--- config.mk ---
export PLATFORM = sky130hd
export DESIGN_NAME = nand_cycle_seq
export DESIGN_NICKNAME = d
export VERILOG_FILES = /design/src/rtl/nand_seq_pkg.sv /design/src/rtl/nand_cfg_reg.sv /design/src/rtl/nand_rb_sync.sv /design/src/rtl/nand_phase_seq.sv /design/src/rtl/nand_cycle_seq.sv
export SDC_FILE = /design/constraint.sdc
export NUM_CORES = 1
export LEC_CHECK = 0
export BUFFER_PORTS_ARGS = -buffer_cell sky130_fd_sc_hd__buf_2
export CAP_MARGIN = 20
export CORE_AREA = 4 4 112 114
export CTS_BUF_LIST = sky130_fd_sc_hd__clkbuf_4 sky130_fd_sc_hd__clkbuf_8
export CTS_CLUSTER_DIAMETER = 150
export CTS_CLUSTER_SIZE = 10
export DETAILED_ROUTE_END_ITERATION = 6
export DIE_AREA = 0 0 116 118
export GPL_TIMING_DRIVEN = 0
export PLACE_DENSITY = 0.66
export RECOVER_POWER = 100
export SLEW_MARGIN = 0
export SYNTH_ARGS = -nofsm -noshare
export SYNTH_HDL_FRONTEND = slang
export SYNTH_SLANG_ARGS = --single-unit
--- constraint.sdc ---
create_clock -name clk -period 6.1 [get_ports clk]
set_input_delay 1.22 -clock clk [delete_from_list [all_inputs] [get_ports clk]]
set_output_delay 1.22 -clock clk [all_outputs]
set_load 0.01 [all_outputs]
--- src/rtl/nand_seq_pkg.sv ---
package nand_seq_pkg;
  typedef enum logic [1:0] {
    PH_IDLE   = 2'd0,
    PH_SETUP  = 2'd1,
    PH_STROBE = 2'd2,
    PH_HOLD   = 2'd3
  } phase_e;

  localparam logic [1:0] SEL_CFG  = 2'd0;
  localparam logic [1:0] SEL_CMD  = 2'd1;
  localparam logic [1:0] SEL_ADDR = 2'd2;
  localparam logic [1:0] SEL_DATA = 2'd3;

  localparam int PHASE_CNT_W = 3;
endpackage

--- src/rtl/nand_cfg_reg.sv ---
module nand_cfg_reg #(
  parameter int SETUP_W = 2,
  parameter int CFG_W   = 16
) (
  input  logic               clk,
  input  logic               rst,
  input  logic               wr_en,
  input  logic [SETUP_W-1:0] wr_setup,
  input  logic [2:0]         wr_strobe,
  input  logic [2:0]         wr_hold,
  input  logic               wr_ce_off,
  output logic [SETUP_W-1:0] setup_len,
  output logic [2:0]         strobe_len,
  output logic [2:0]         hold_len,
  output logic               ce_off,
  output logic [CFG_W-1:0]   cfg_q
);
  always_ff @(posedge clk) begin
    if (rst) begin
      setup_len  <= '1;
      strobe_len <= 3'd7;
      hold_len   <= 3'd7;
      ce_off     <= 1'b1;
    end else if (wr_en) begin
      setup_len  <= wr_setup;
      strobe_len <= wr_strobe;
      hold_len   <= wr_hold;
      ce_off     <= wr_ce_off;
    end
  end

  always_comb begin
    cfg_q             = '0;
    cfg_q[2:0]        = hold_len;
    cfg_q[6:4]        = strobe_len;
    cfg_q[8 +: SETUP_W] = setup_len;
    cfg_q[CFG_W-1]    = ce_off;
  end
endmodule

--- src/rtl/nand_rb_sync.sv ---
module nand_rb_sync #(
  parameter int STAGES = 2
) (
  input  logic clk,
  input  logic rst,
  input  logic rb_pin,
  output logic ready
);
  logic [STAGES-1:0] chain;

  always_ff @(posedge clk) begin
    if (rst) chain <= '0;
    else     chain <= {chain[STAGES-2:0], rb_pin};
  end

  assign ready = chain[STAGES-1];


  rb_sync_chk: assert property (@(posedge clk) disable iff (rst)
    (ready != $past(ready)) |-> (ready == $past(rb_pin, 2)));
endmodule

--- src/rtl/nand_phase_seq.sv ---
module nand_phase_seq
  import nand_seq_pkg::*;
#(
  parameter int SETUP_W = 2,
  parameter int LANES   = 4
) (
  input  logic               clk,
  input  logic               rst,
  input  logic               start,
  input  logic               multi_in,
  input  logic [SETUP_W-1:0] setup_len,
  input  logic [2:0]         strobe_len,
  input  logic [2:0]         hold_len,
  output phase_e             phase,
  output logic [$clog2(LANES)-1:0] lane,
  output logic               strobe_last,
  output logic               xfer_done
);
  localparam int LANE_W = $clog2(LANES);
  localparam logic [LANE_W-1:0] LAST_LANE = LANE_W'(LANES - 1);

  logic [PHASE_CNT_W-1:0] cnt;
  logic                   multi;
  logic                   setup_end, strobe_end, hold_end, more;

  assign setup_end  = (cnt == PHASE_CNT_W'(setup_len));
  assign strobe_end = (cnt == strobe_len);
  assign hold_end   = (cnt == hold_len);
  assign more       = multi && (lane != LAST_LANE);

  always_ff @(posedge clk) begin
    if (rst) begin
      phase <= PH_IDLE;
      cnt   <= '0;
      lane  <= '0;
      multi <= 1'b0;
    end else begin
      unique case (phase)
        PH_IDLE: if (start) begin
          phase <= PH_SETUP;
          cnt   <= '0;
          lane  <= '0;
          multi <= multi_in;
        end
        PH_SETUP: begin
          cnt <= setup_end ? '0 : cnt + 1'b1;
          if (setup_end) phase <= PH_STROBE;
        end
        PH_STROBE: begin
          cnt <= strobe_end ? '0 : cnt + 1'b1;
          if (strobe_end) phase <= PH_HOLD;
        end
        PH_HOLD: begin
          cnt <= hold_end ? '0 : cnt + 1'b1;
          if (hold_end) begin
            if (more) begin
              phase <= PH_SETUP;
              lane  <= lane + 1'b1;
            end else begin
              phase <= PH_IDLE;
            end
          end
        end
      endcase
    end
  end

  assign strobe_last = (phase == PH_STROBE) && strobe_end;
  assign xfer_done   = (phase == PH_HOLD) && hold_end && !more;
endmodule

--- src/rtl/nand_cycle_seq.sv ---
module nand_cycle_seq
  import nand_seq_pkg::*;
#(
  parameter bit LONG_SETUP = 1'b0,
  parameter int DATA_W     = 32,
  parameter int BYTE_W     = 8,
  parameter int CFG_W      = 16,
  parameter int SYNC_STAGES = 2
) (
  input  logic              clk,
  input  logic              rst,
  input  logic              host_wr,
  input  logic              host_rd,
  input  logic [1:0]        host_sel,
  input  logic              host_word,
  input  logic [DATA_W-1:0] host_wdata,
  output logic              host_busy,
  output logic              rd_valid,
  output logic [DATA_W-1:0] rd_data,
  output logic [CFG_W-1:0]  cfg_q,
  output logic              dev_ready,
  output logic              nand_ce_n,
  output logic              nand_cle,
  output logic              nand_ale,
  output logic              nand_we_n,
  output logic              nand_re_n,
  output logic [BYTE_W-1:0] nand_dq_o,
  output logic              nand_dq_oe,
  input  logic [BYTE_W-1:0] nand_dq_i,
  input  logic              nand_rb
);
  localparam int SETUP_W = LONG_SETUP ? 3 : 2;
  localparam int LANES   = DATA_W / BYTE_W;
  localparam int LANE_W  = $clog2(LANES);

  logic [SETUP_W-1:0] setup_len;
  logic [2:0]         strobe_len, hold_len;
  logic               ce_off;
  phase_e             phase;
  logic [LANE_W-1:0]  lane;
  logic               strobe_last, xfer_done;

  logic               idle, cfg_wr, op_wr, op_rd, start, start_word;
  logic [1:0]         op_sel;
  logic               op_read;
  logic [DATA_W-1:0]  op_data, rd_buf;

  assign idle       = (phase == PH_IDLE);
  assign cfg_wr     = idle && host_wr && (host_sel == SEL_CFG);
  assign op_wr      = idle && host_wr && (host_sel != SEL_CFG);
  assign op_rd      = idle && !host_wr && host_rd && (host_sel == SEL_DATA);
  assign start      = op_wr || op_rd;
  assign start_word = host_word && (host_sel == SEL_DATA);

  nand_cfg_reg #(.SETUP_W(SETUP_W), .CFG_W(CFG_W)) u_cfg (
    .clk        (clk),
    .rst        (rst),
    .wr_en      (cfg_wr),
    .wr_setup   (host_wdata[8 +: SETUP_W]),
    .wr_strobe  (host_wdata[6:4]),
    .wr_hold    (host_wdata[2:0]),
    .wr_ce_off  (host_wdata[CFG_W-1]),
    .setup_len  (setup_len),
    .strobe_len (strobe_len),
    .hold_len   (hold_len),
    .ce_off     (ce_off),
    .cfg_q      (cfg_q)
  );

  nand_phase_seq #(.SETUP_W(SETUP_W), .LANES(LANES)) u_phase (
    .clk         (clk),
    .rst         (rst),
    .start       (start),
    .multi_in    (start_word),
    .setup_len   (setup_len),
    .strobe_len  (strobe_len),
    .hold_len    (hold_len),
    .phase       (phase),
    .lane        (lane),
    .strobe_last (strobe_last),
    .xfer_done   (xfer_done)
  );

  nand_rb_sync #(.STAGES(SYNC_STAGES)) u_rb (
    .clk    (clk),
    .rst    (rst),
    .rb_pin (nand_rb),
    .ready  (dev_ready)
  );

  always_ff @(posedge clk) begin
    if (rst) begin
      op_sel   <= SEL_CMD;
      op_read  <= 1'b0;
      op_data  <= '0;
      rd_buf   <= '0;
      rd_valid <= 1'b0;
      rd_data  <= '0;
    end else begin
      rd_valid <= 1'b0;
      if (start) begin
        op_sel  <= host_sel;
        op_read <= op_rd;
        op_data <= host_wdata;
        rd_buf  <= '0;
      end
      if (strobe_last && op_read)
        rd_buf[lane*BYTE_W +: BYTE_W] <= nand_dq_i;
      if (xfer_done && op_read) begin
        rd_valid <= 1'b1;
        rd_data  <= rd_buf;
      end
    end
  end

  assign host_busy  = !idle;
  assign nand_ce_n  = ce_off;
  assign nand_cle   = !idle && (op_sel == SEL_CMD);
  assign nand_ale   = !idle && (op_sel == SEL_ADDR);
  assign nand_we_n  = !((phase == PH_STROBE) && !op_read);
  assign nand_re_n  = !((phase == PH_STROBE) && op_read);
  assign nand_dq_o  = op_data[lane*BYTE_W +: BYTE_W];
  assign nand_dq_oe = !idle && !op_read;


  strobe_excl_chk: assert property (@(posedge clk) disable iff (rst)
    !(!nand_we_n && !nand_re_n));

  latch_excl_chk: assert property (@(posedge clk) disable iff (rst)
    !(nand_cle && nand_ale));

  cfg_stall_chk: assert property (@(posedge clk) disable iff (rst)
    (host_busy && host_wr) |=> $stable(cfg_q));

  rd_pulse_chk: assert property (@(posedge clk) disable iff (rst)
    rd_valid |=> !rd_valid);

  hold_after_strobe_chk: assert property (@(posedge clk) disable iff (rst)
    $rose(nand_we_n) |-> host_busy);

  read_bus_off_chk: assert property (@(posedge clk) disable iff (rst)
    !nand_re_n |-> !nand_dq_oe);
endmodule

# ---- Yosys cells after proc, flatten, opt, wreduce, memory -nomap -nowiden
# Index checks and enable logic that the tools add are counted.
dict set report totals {
  reg_bits 119
  latchBits 0
  ramBits 0
  mem_bits_ro 0
  inputBits 48
  out_inout_bits 65
  mem_count 0
}
dict set report op_classes {
  n_addsub 3
  multipliers 0
  div 0
  magnitude_cmp 0
  eq_ne 15
  shift 3
  mux 20
  bitwise_logic 0
  reduce_logical 32
}
# cell count
set ops {}
lappend ops {{32-bit 2-to-1 mux} 3}
lappend ops {{5-bit negation with 34-bit output} 1}
lappend ops {{8-bit by 34-bit variable shift with 32-bit output, first input constant} 1}
lappend ops {{8-bit by 34-bit variable part select with 32-bit output} 1}
lappend ops {{32-bit bitwise mux} 1}
lappend ops {{32-bit by 6-bit variable part select with 8-bit output} 1}
lappend ops {{1-bit logical AND} 18}
lappend ops {{2-bit 2-to-1 mux} 7}
lappend ops {{3-bit 2-to-1 mux} 4}
lappend ops {{3-bit one-hot mux with 4 select lines} 1}
lappend ops {{2-bit by 1-bit != test with 1-bit output, second input constant} 5}
lappend ops {{2-bit == test, second input constant} 4}
lappend ops {{2-bit one-hot mux with 4 select lines} 1}
lappend ops {{4-bit AND reduction} 2}
lappend ops {{3-bit == test} 2}
lappend ops {{1-bit logical NOT} 6}
lappend ops {{2-bit by 1-bit == test with 1-bit output, second input constant} 2}
lappend ops {{2-bit logical NOT} 2}
lappend ops {{2-bit one-hot mux with 2 select lines} 1}
lappend ops {{2-bit nonzero test} 2}
lappend ops {{3-bit by 1-bit adder with 3-bit output, second input constant} 1}
lappend ops {{3-bit by 2-bit == test with 1-bit output} 1}
lappend ops {{2-bit by 1-bit adder with 2-bit output, second input constant} 1}
lappend ops {{1-bit 2-to-1 mux} 2}
lappend ops {{3 further kinds} 3}

# ---- Longest topological paths before layout
# Gate-level depths: netlist of run 1.
dict set report logic_depth {
  word_depth 9
  depth_mapped 7
  depth_no_buf 6
}

# ---- Hierarchy
# From an unflattened synthesis of run 1, not the netlist that was laid out.
dict set report unflattened {
  hier_cells 569
  hier_area_um2 5207.5
}
# module n_inst cells_per_inst area_per_inst_um2 seq_area_each_um2
set by_module_without_submodules {}
lappend by_module_without_submodules {nand_cycle_seq 1 454 4102.7 2001.9}
lappend by_module_without_submodules {nand_phase_seq 1 65 596.8 160.2}
lappend by_module_without_submodules {nand_cfg_reg 1 46 455.4 180.2}
lappend by_module_without_submodules {nand_rb_sync 1 4 52.6 40.0}

# ---- Worst setup path before layout of run 1
# OpenSTA, ideal clock, no wires.
dict set report synth_timing {
  kind {reg2out}
  start {register u_phase.lane[0]}
  end {output port nand_dq_o[0]}
  arrival_ns 1.508
  required_time_ns 4.880
  slack_ns 3.372
  stages_incl_launch_ff 3
  n_path_buf 1
  cell_sequence {dfxtp_1 > buf_1 > mux4_2}
}
dict set report synth_via {
  elab_chain_len 1
}
# item line_no
set synth_lines {}
lappend synth_lines {{from (decl)} nand_phase_seq.sv:15} ;# output logic [$clog2(LANES)-1:0] lane,
lappend synth_lines {{from (signal assigned)} nand_phase_seq.sv:58} ;# lane <= lane + 1'b1;
lappend synth_lines {{32-bit by 6-bit variable part select with 8-bit output} nand_cycle_seq.sv:122} ;# assign nand_dq_o = op_data[lane*BYTE_W +: BYTE_W];
lappend synth_lines {{to (decl)} nand_cycle_seq.sv:27} ;# output logic [BYTE_W-1:0] nand_dq_o,
# Every way passes these cells.

# ---- Worst setup path after layout of run 1
dict set report layout_timing {
  start {register u_phase.lane[0]}
  end {output port nand_dq_o[3]}
}
# The elaborated chain is that of the path after synthesis.

==> results_dict.tcl, run 1 <==
set metrics [dict create \
    hpwl_um 10300 \
    placed_cells 821 \
    cts_buffers 17 \
    die_area_mm2 0.0137 \
    grt_pass1_vias 4466 \
    antennaDiodeCount 0 \
    seq_area_frac_synth 0.479 \
    yosysWarnings 0 \
    clock_skew_ns 0.00892 \
    leakage_nw 2.22 \
    hold_slack_ns 0.436 \
    final_cells 853 \
    cts_tree "built" \
    io_buffer_count 103 \
    start_util 0.436 \
    hold_violations 0 \
    outcome "complete, no violations" \
    synth_common_cells "dfxtp_1 (119), nand2_1 (95), a21oi_1 (82)" \
    finalSetupTns_ns 0 \
    path_class "register to output pin" \
    clkLatencyLatePin_ns 0.43 \
    place.gp.congestion 0.874 \
    area_delta_synth_final_pct 22.0 \
    cts_sinks 119 \
    setup_viol 0 \
    maxCapViolations 0 \
    syn_area_per_cell_um2 8.74 \
    die-height_um 118 \
    fin_ws_ns 2.54 \
    cp_top_family "buffers and inverters" \
    post-synth-top-area-fraction 0.479 \
    slowest_stage "clkbuf_1" \
    viasPerCell 5.51 \
    h-tree-depth 4 \
    drt_first_pass_iters 5 \
    syn_area_mm2 0.00497 \
    yosys_most_used_dff "dfxtp_1" \
    synth_edf_count 0 \
    route.detailed.drc 0 \
    crit_path_frequent_cell "clkbuf_1" \
    cp.arrival_ns 2.34 \
    io-pin-count 113 \
    synth_cells 569 \
    start_kind "register" \
    root_buffer "clkbuf_8" \
    worstMarginPinSlew_ns 1.11 \
    ys_ff_latch 119 \
    ant_nets 0 \
    postCtsSetupBuffers 0 \
    die_w_um 116 \
    slew_headroom 0.253 \
    drt_iter0_markers 259 \
    p_total_mw 2.10 \
    cp-end-kind "output pin" \
    rows 39 \
    grt_overflow 0 \
    antenna_found_initial 0 \
    clk_pin_slew_ns 0.07 \
    worstHoldPathType "register to register" \
    powerDensity_mw_per_mm2 347 \
    core_area_mm2 0.0114 \
    post-route-min-period_ns 3.56 \
    place_worst_setup_slack_ns 2.91 \
    vias 4697 \
    fmax_mhz 281 \
    path_max_fanout 10 \
    groute.usage.overall 0.205 \
    slew_violations 0 \
    async_reset_ff_frac 0 \
    grt_max_degree 17 \
    yosys.cell_count.top_type "dfxtp_1" \
    final_nets 758 \
    ir_drop_uv 171 \
    synth_area_leader_cell "dfxtp_1" \
    slowest_delay_ns 0.66 \
    wl_per_cell_um 16.5 \
    routed_wl_um 14000 \
    post_cts_resized 0 \
    ctsHoldBuffers 0 \
    required_ns 4.88 \
    crit_chain "clkbuf_1 -> mux4_2 -> clkbuf_1" \
    fin_crit_sh 0.584 \
    fillers 1144 \
    drive_above_1_share 0.139 \
    grt_pass1_wl_um 22300 \
    rsz0062_at_grt "false" \
    synth_area_leaders "dfxtp_1 (48%), a21oi_1 (8.2%), nand2_1 (7.2%)" \
    synth_cell_types 47 \
    cts_buffer_depth 2 \
    crit_buf_inv 2 \
]
[worst reg2reg max path: cells and delay by family, from the launching register on]
kind / cells / cell delay, ns
and+or+nand+nor: 2 / 0.68
DFF: 1 / 0.39
AOI/OAI and AO/OA: 1 / 0.15
adders and majority gates: 1 / 0.38
buffers and inverters: 3 / 0.98
[path summary, 6_finish.rpt]
kind / start / endpoint / cells past startpoint / slack [ns]
setup / recovery: u_phase.lane[0]$_SDFFE_PP0P_ / nand_dq_o[3] / 3 / 2.54
hold / removal: u_rb.chain[0]$_SDFF_PP0_ / u_rb.chain[1]$_SDFF_PP0_ / 1 / 0.44
setup reg to reg: u_phase.lane[1]$_SDFFE_PP0P_ / rd_buf[30]$_SDFF_PP0_ / 7 / 3.45
hold reg to reg: u_rb.chain[0]$_SDFF_PP0_ / u_rb.chain[1]$_SDFF_PP0_ / 1 / 0.44
[per-stage QoR]
step                      utilization  cell area (µm²)
after global placement          0.498             5690
after global routing            0.531             6070
after detailed placement        0.498             5690
final                           0.531             6070
after CTS                       0.537             6140
after floorplan                     -             5000
[per-layer routing]
metal  track usage  share of wire
met4        0.0834          0.019
met2         0.326           0.47
met3        0.0499          0.075
met1         0.263           0.44
met5             0              0
[area by class of cell]
type / instances / area, µm² / area share
well taps: 143 / 179 / 0.0295
inverters: 9 / 33.8 / 0.00557
clock inverters: 11 / 170 / 0.0280
flip-flops and latches: 119 / 2380 / 0.393
repair buffers: 104 / 449 / 0.0740
plain buffers: 49 / 216 / 0.0357
clock buffers: 20 / 275 / 0.0454
multi-input cells: 398 / 2360 / 0.389
[kinds of logic (layout without fill, tap and decap cells)]
logic type,after synthesis,after routing,share of synthesized area
other,1,7,0.000754
adders and majority gates,12,12,0.0302
xor gates and xnor gates,8,8,0.0141
muxes,9,9,0.0382
AOI/OAI and AO/OA,168,168,0.202
and+or+nand+nor,194,194,0.185
buffers and inverters,58,193,0.0506
DFF,119,119,0.479
[report_power, final]
part | switching [mW] | leakage [nW] | internal [mW]
registers | 0.0415 | 0.965 | 0.834
clock network | 0.317 | 0.218 | 0.477
logic | 0.286 | 1.03 | 0.147
total | 0.645 | 2.22 | 1.46
[flip-flops by register name, indices dropped and copies added (netlist names), 3 cells and up]
signal / cells
op_data: 32
rd_buf: 32
rd_data: 32
u_cfg.hold_len: 3
u_cfg.strobe_len: 3
u_phase.cnt: 3
[placed cells by master, fill, tap and decap left out, drive strengths merged, types with 4 or more instances in the layout]
cell type  count
buf           57
nand4         13
and3           5
a32o           9
conb           7
nor2           7
inv           10
ha            12
nor2b          4
clkbuf       116
o211ai         9
mux4           8
nand3         47
o21ai         39
nand2         96
nor3           5
o2bb2ai       10
bufinv         4
a22o           4
dfxtp        119
a21oi         82
xor2           8
Note: power is estimated with default switching activity, not from simulation.
==> run 2: changes to the inputs <==
Settings changed: ABC_AREA set to 1, CORE_AREA 4 4 112 114 to 4 4 116 118, DIE_AREA 0 0 116 118 to 0 0 120 122, PLACE_DENSITY 0.66 to 0.65.
Clock period 6.1 ns to 3.5 ns, I/O delays scaled along.
==> results_dict.tcl, run 2 <==
set metrics [dict create \
    outcome "complete, no violations" \
    route.detailed.drc 0 \
    hpwl_um 10400 \
    async_reset_ff_frac 0 \
    cts_sinks 119 \
    design_area_mm2 0.00632 \
    cts_buffers 17 \
    start_util 0.427 \
    synth_cells 725 \
    placed_area_mm2 0.00609 \
    path_class "register to output pin" \
    rsz0062_at_grt "false" \
    antennaDiodeCount 0 \
    slew_violations 0 \
    powerDensity_mw_per_mm2 642 \
    die_area_mm2 0.0146 \
    rows 41 \
    antenna_found_initial 0 \
    die_w_um 120 \
    multi_input_area_mm2 0.00238 \
    syn_area_mm2 0.00533 \
    place.gp.congestion 0.863 \
    routed_wl_um 14100 \
    grt_pass1_wl_um 22900 \
    setup_viol 0 \
    reg_top3 "op_data: 32 flops, rd_buf: 32 flops, rd_data: 32 flops" \
    groute.usage.overall 0.197 \
    drt_first_pass_iters 5 \
    worstHoldPathType "register to register" \
    start_kind "register" \
    crit_start "u_phase.lane[0]$_SDFFE_PP0P_" \
    area_delta_synth_final_pct 18.6 \
    cts_buffer_depth 2 \
    clock_skew_ns 0.00802 \
    wl_per_cell_um 13.6 \
    cp-end-kind "output pin" \
    syn_area_per_cell_um2 7.35 \
    final_nets 914 \
    cp.arrival_ns 2.27 \
    synth_area_leader_cell "dfxtp_1" \
    ys_ff_latch 119 \
    slew_headroom 0.529 \
    grt_max_degree 17 \
    post-route-min-period_ns 2.97 \
    yosys_most_used_dff "dfxtp_1" \
    ant_nets 0 \
    yosysWarnings 0 \
    leakage_nw 2.56 \
    synth_common_cells "dfxtp_1 (119), nor2_1 (107), nand2_1 (92)" \
    layout_common_cells "dfxtp_1 (119), nor2_1 (107), nand2_1 (93), clkbuf_1 (90), o21ai_0 (86)" \
    io-pin-count 113 \
    ir_drop_uv 341 \
    layout_commonest_cell "dfxtp_1" \
    io_buffer_count 104 \
    clkLatencyLatePin_ns 0.43 \
    finalSetupTns_ns 0 \
    yosys.cell_count.top_type "dfxtp_1" \
    place_worst_setup_slack_ns 0.938 \
    postCtsSetupBuffers 0 \
    min_from "u_rb.chain[0]$_SDFF_PP0_" \
    hold_slack_ns 0.402 \
    drt_iter0_markers 278 \
    grt_overflow 0 \
    synth_edf_count 0 \
    required_ns 2.80 \
    ctsHoldBuffers 0 \
    grt_pass1_vias 4785 \
    post_cts_resized 0 \
    root_buffer "clkbuf_8" \
    worstMarginPinSlew_ns 0.701 \
    cts_tree "built" \
    fin_ws_ns 0.532 \
    clk_pin_slew_ns 0.07 \
    fmax_mhz 337 \
    vias 5091 \
    ff_latch_area_mm2 0.00238 \
    path_max_fanout 10 \
    drive_above_1_share 0.121 \
    h-tree-depth 4 \
    core_area_mm2 0.0125 \
    viasPerCell 4.91 \
    seq_area_frac_synth 0.447 \
    post-synth-top-area-fraction 0.447 \
    timing.rr.start "u_phase.phase[0]$_SDFFE_PP0P_" \
    fillers 1338 \
    synth_cell_types 32 \
    fin_crit_sh 0.848 \
    maxCapViolations 0 \
    synth_area_leaders "dfxtp_1 (45%), o21ai_0 (8.1%), nor2_1 (7.5%)" \
    hold_violations 0 \
    die-height_um 122 \
]
-- run 2: changes by cell type in the layout (fill, tap and decap cells not counted), sizes merged, moves of 8 or more --
cell | previous run | this run
o2bb2ai | 10 | 0
a32o | 9 | 0
buf | 57 | 65
nand4 | 13 | 27
nor2 | 7 | 108
inv | 10 | 70
mux4 | 8 | 0
o21ai | 39 | 86
a21oi | 82 | 74
o22ai | 0 | 8
-- run 2: through the flow --
stage / util / cells / power [mW]
after floorplan: - / 731 / 2.57
after global placement: 0.488 / 1007 / 3.00
after detailed placement: 0.488 / 1007 / 3.00
after CTS: 0.516 / 1037 / 4.13
after global routing: 0.507 / 1037 / 4.34
final: 0.507 / 1037 / 4.06
-- run 2: path summary, 6_finish.rpt --
kind / end / slack (ns) / cells after the start
worst max-delay path: nand_dq_o[4] / 0.53 / 6
worst min-delay path: u_rb.chain[1]$_SDFF_PP0_ / 0.40 / 2
worst max register to register: op_data[24]$_SDFFE_PP0P_ / 0.59 / 11
worst min register to register: u_rb.chain[1]$_SDFF_PP0_ / 0.40 / 2
-- run 2: critical path, cell delays in order, from the launching register on --
cell and delay, ns:
dfxtp_1 0.39, clkbuf_1 0.35, buf_2 0.31, buf_2 0.26
o21ai_0 0.10, o22ai_1 0.25, buf_2 0.18
-- run 2: logic make-up (layout without fill, tap and decap cells) --
logic type,after synthesis,in the layout,share of synthesized area
AND/OR/NAND/NOR,286,286,0.235
flip-flops,119,119,0.447
XOR/XNOR,3,3,0.00634
adder cells (fa/ha/maj),12,12,0.0282
buffers and inverters,126,260,0.108
other,1,7,0.000704
AO/OA/AOI/OAI,178,178,0.174
-- run 2: cell type report --
cell class,count,share of cell area
inverter,73,0.0433
multi-input combinational,486,0.376
clock inverter,5,0.00792
clock buffer,25,0.0475
buffer,53,0.0424
timing repair buffer,104,0.0715
sequential,119,0.377
tap,172,0.0340
-- run 2: per-layer routing --
metal  vias up  part of all wire  GRT usage
met1      2279              0.47      0.253
met5         -                 0          0
met2       164              0.45      0.325
met4         0             0.013     0.0608
li1       2631                 -          -
met3        17             0.065     0.0534
-- run 2: power breakdown --
| group | switching [mW] | internal (mW) | leakage [nW] |
|---|---|---|---|
| Combinational | 0.962 | 0.396 | 1.40 |
| Sequential | 0.0930 | 1.48 | 0.968 |
| Clock | 0.502 | 0.621 | 0.191 |
==> run 3: changes to the inputs <==
Settings changed: PLACE_DENSITY 0.65 to 0.68.
Clock period 3.5 ns to 2.65 ns, I/O delays scaled along.
==> results_dict.tcl, run 3 (synthesis results as in run 2) <==
set metrics [dict create \
    fin_crit_sh 0.954 \
    die_area_mm2 0.0146 \
    io_buffer_count 104 \
    timing.rr.start "u_phase.lane[1]$_SDFFE_PP0P_" \
    drive_above_1_share 0.142 \
    crit_chain "clkbuf_4 -> clkbuf_4 -> clkbuf_4 -> o21ai_0 -> o22ai_1 -> buf_2" \
    ant_nets 0 \
    powerDensity_mw_per_mm2 868 \
    path_max_fanout 10 \
    die-height_um 122 \
    postCtsSetupBuffers 0 \
    core_area_mm2 0.0125 \
    grt_max_degree 17 \
    r2r_slack_ns 0.25 \
    clk_pin_slew_ns 0.07 \
    placed_area_mm2 0.00609 \
    path_class "register to output pin" \
    design_area_mm2 0.00641 \
    antenna_found_initial 0 \
    post-route-min-period_ns 2.53 \
    timing.rr.end "rd_buf[11]$_SDFF_PP0_" \
    grt_pass1_vias 4643 \
    grt_overflow 0 \
    cts_buffer_depth 2 \
    layout_commonest_cell "dfxtp_1" \
    h-tree-depth 4 \
    clkLatencyLatePin_ns 0.44 \
    layout_common_cells "dfxtp_1 (119), nor2_1 (106), nand2_1 (93), o21ai_0 (86), clkbuf_1 (76)" \
    cp-end-kind "output pin" \
    cts_sinks 119 \
    drt_iter0_markers 248 \
    start_kind "register" \
    setup_viol 0 \
    start_util 0.427 \
    min_from "nand_rb" \
    min_path_cells 3 \
    antennaDiodeCount 0 \
    wl_per_cell_um 13.5 \
    crit_start "u_phase.lane[0]$_SDFFE_PP0P_" \
    grt_pass1_wl_um 22200 \
    io-pin-count 113 \
    route.detailed.drc 0 \
    vias 5086 \
    root_buffer "clkbuf_8" \
    rows 41 \
    fillers 1280 \
    groute.usage.overall 0.192 \
    reg_top3 "op_data: 32 flops, rd_buf: 32 flops, rd_data: 32 flops" \
    maxCapViolations 0 \
    required_ns 2.12 \
    cp.arrival_ns 2.00 \
    die_w_um 120 \
    multi_input_area_mm2 0.00238 \
    hpwl_um 10400 \
    final_nets 914 \
    worstMarginPinSlew_ns 0.654 \
    drt_first_pass_iters 4 \
    cts_tree "built" \
    rsz0062_at_grt "true" \
    ir_drop_uv 485 \
    ff_latch_area_mm2 0.00238 \
    slowest_delay_ns 0.39 \
    worstHoldPathType "primary input to register" \
    leakage_nw 2.62 \
    slew_violations 0 \
    hold_violations 0 \
    fmax_mhz 396 \
    slowest_stage "dfxtp_1" \
    crit_path_frequent_cell "clkbuf_4" \
    routed_wl_um 14000 \
    area_delta_synth_final_pct 20.3 \
    cts_buffers 17 \
    clock_skew_ns 0.00830 \
    slew_headroom 0.560 \
    viasPerCell 4.90 \
    outcome "complete, no violations" \
    min_delay_worst_endpoint "u_rb.chain[0]$_SDFF_PP0_" \
    p_total_mw 5.56 \
    place.gp.congestion 0.886 \
    reg2reg_depth 6 \
]
==> run 3: per-stage QoR <==
stage	setup WS [ns]	TNS (ns)	cells	hold WS, ns	util
after floorplan	0.530	0	731	0.388	-
after global placement	0.144	0	1007	0.392	0.488
after detailed placement	0.112	0	1007	0.396	0.488
after CTS	0.0280	0	1038	0.270	0.520
after global routing	-0.00105	-0.00105	1038	0.286	0.514
final	0.123	0	1038	0.295	0.514
==> run 3: layout make-up <==
| class | instances | area share |
|---|---|---|
| sequential | 119 | 0.372 |
| inverter | 73 | 0.0433 |
| multi-input combinational | 486 | 0.372 |
| timing repair buffer | 104 | 0.0716 |
| buffer | 53 | 0.0465 |
| clock inverter | 8 | 0.0152 |
| clock buffer | 23 | 0.0465 |
| tap | 172 | 0.0336 |
==> run 3: worst max path at each step <==
stage	cells after the start	end	slack [ns]
final	6	nand_dq_o[4]	0.12
after global routing	6	nand_dq_o[6]	-0.001
after CTS	6	nand_dq_o[4]	0.03
after detailed placement	8	rd_buf[10]$_SDFF_PP0_	0.11
after global placement	8	rd_buf[10]$_SDFF_PP0_	0.14
after floorplan	8	rd_buf[10]$_SDFF_PP0_	0.53
==> run 3: what timing repair did <==
item                       CTS  global route
setup endpoints to repair    2            15
cloned                       0             0
hold buffers                 0             0
pin swaps                    0             0
gates resized for setup      1             7
==> run 3: report_power, final <==
group,leakage (nW),internal [mW],switching (mW)
sequential,0.968,1.96,0.125
combinational,1.45,0.578,1.28
clock,0.198,0.930,0.696
==> run 3: worst max-delay path, delay by kind of cell, from the launching register on <==
kind | cells | cell delay, ns
DFF | 1 | 0.39
buffers and inverters | 4 | 0.86
AOI/OAI and AO/OA | 2 | 0.32
==> run 3: routing by layer <==
layer | vias to the layer above | share of wire | GRT usage
li1 | 2639 | - | -
met1 | 2278 | 0.46 | 0.252
met2 | 151 | 0.45 | 0.308
met3 | 18 | 0.065 | 0.0464
met4 | 0 | 0.017 | 0.0730
met5 | - | 0 | 0
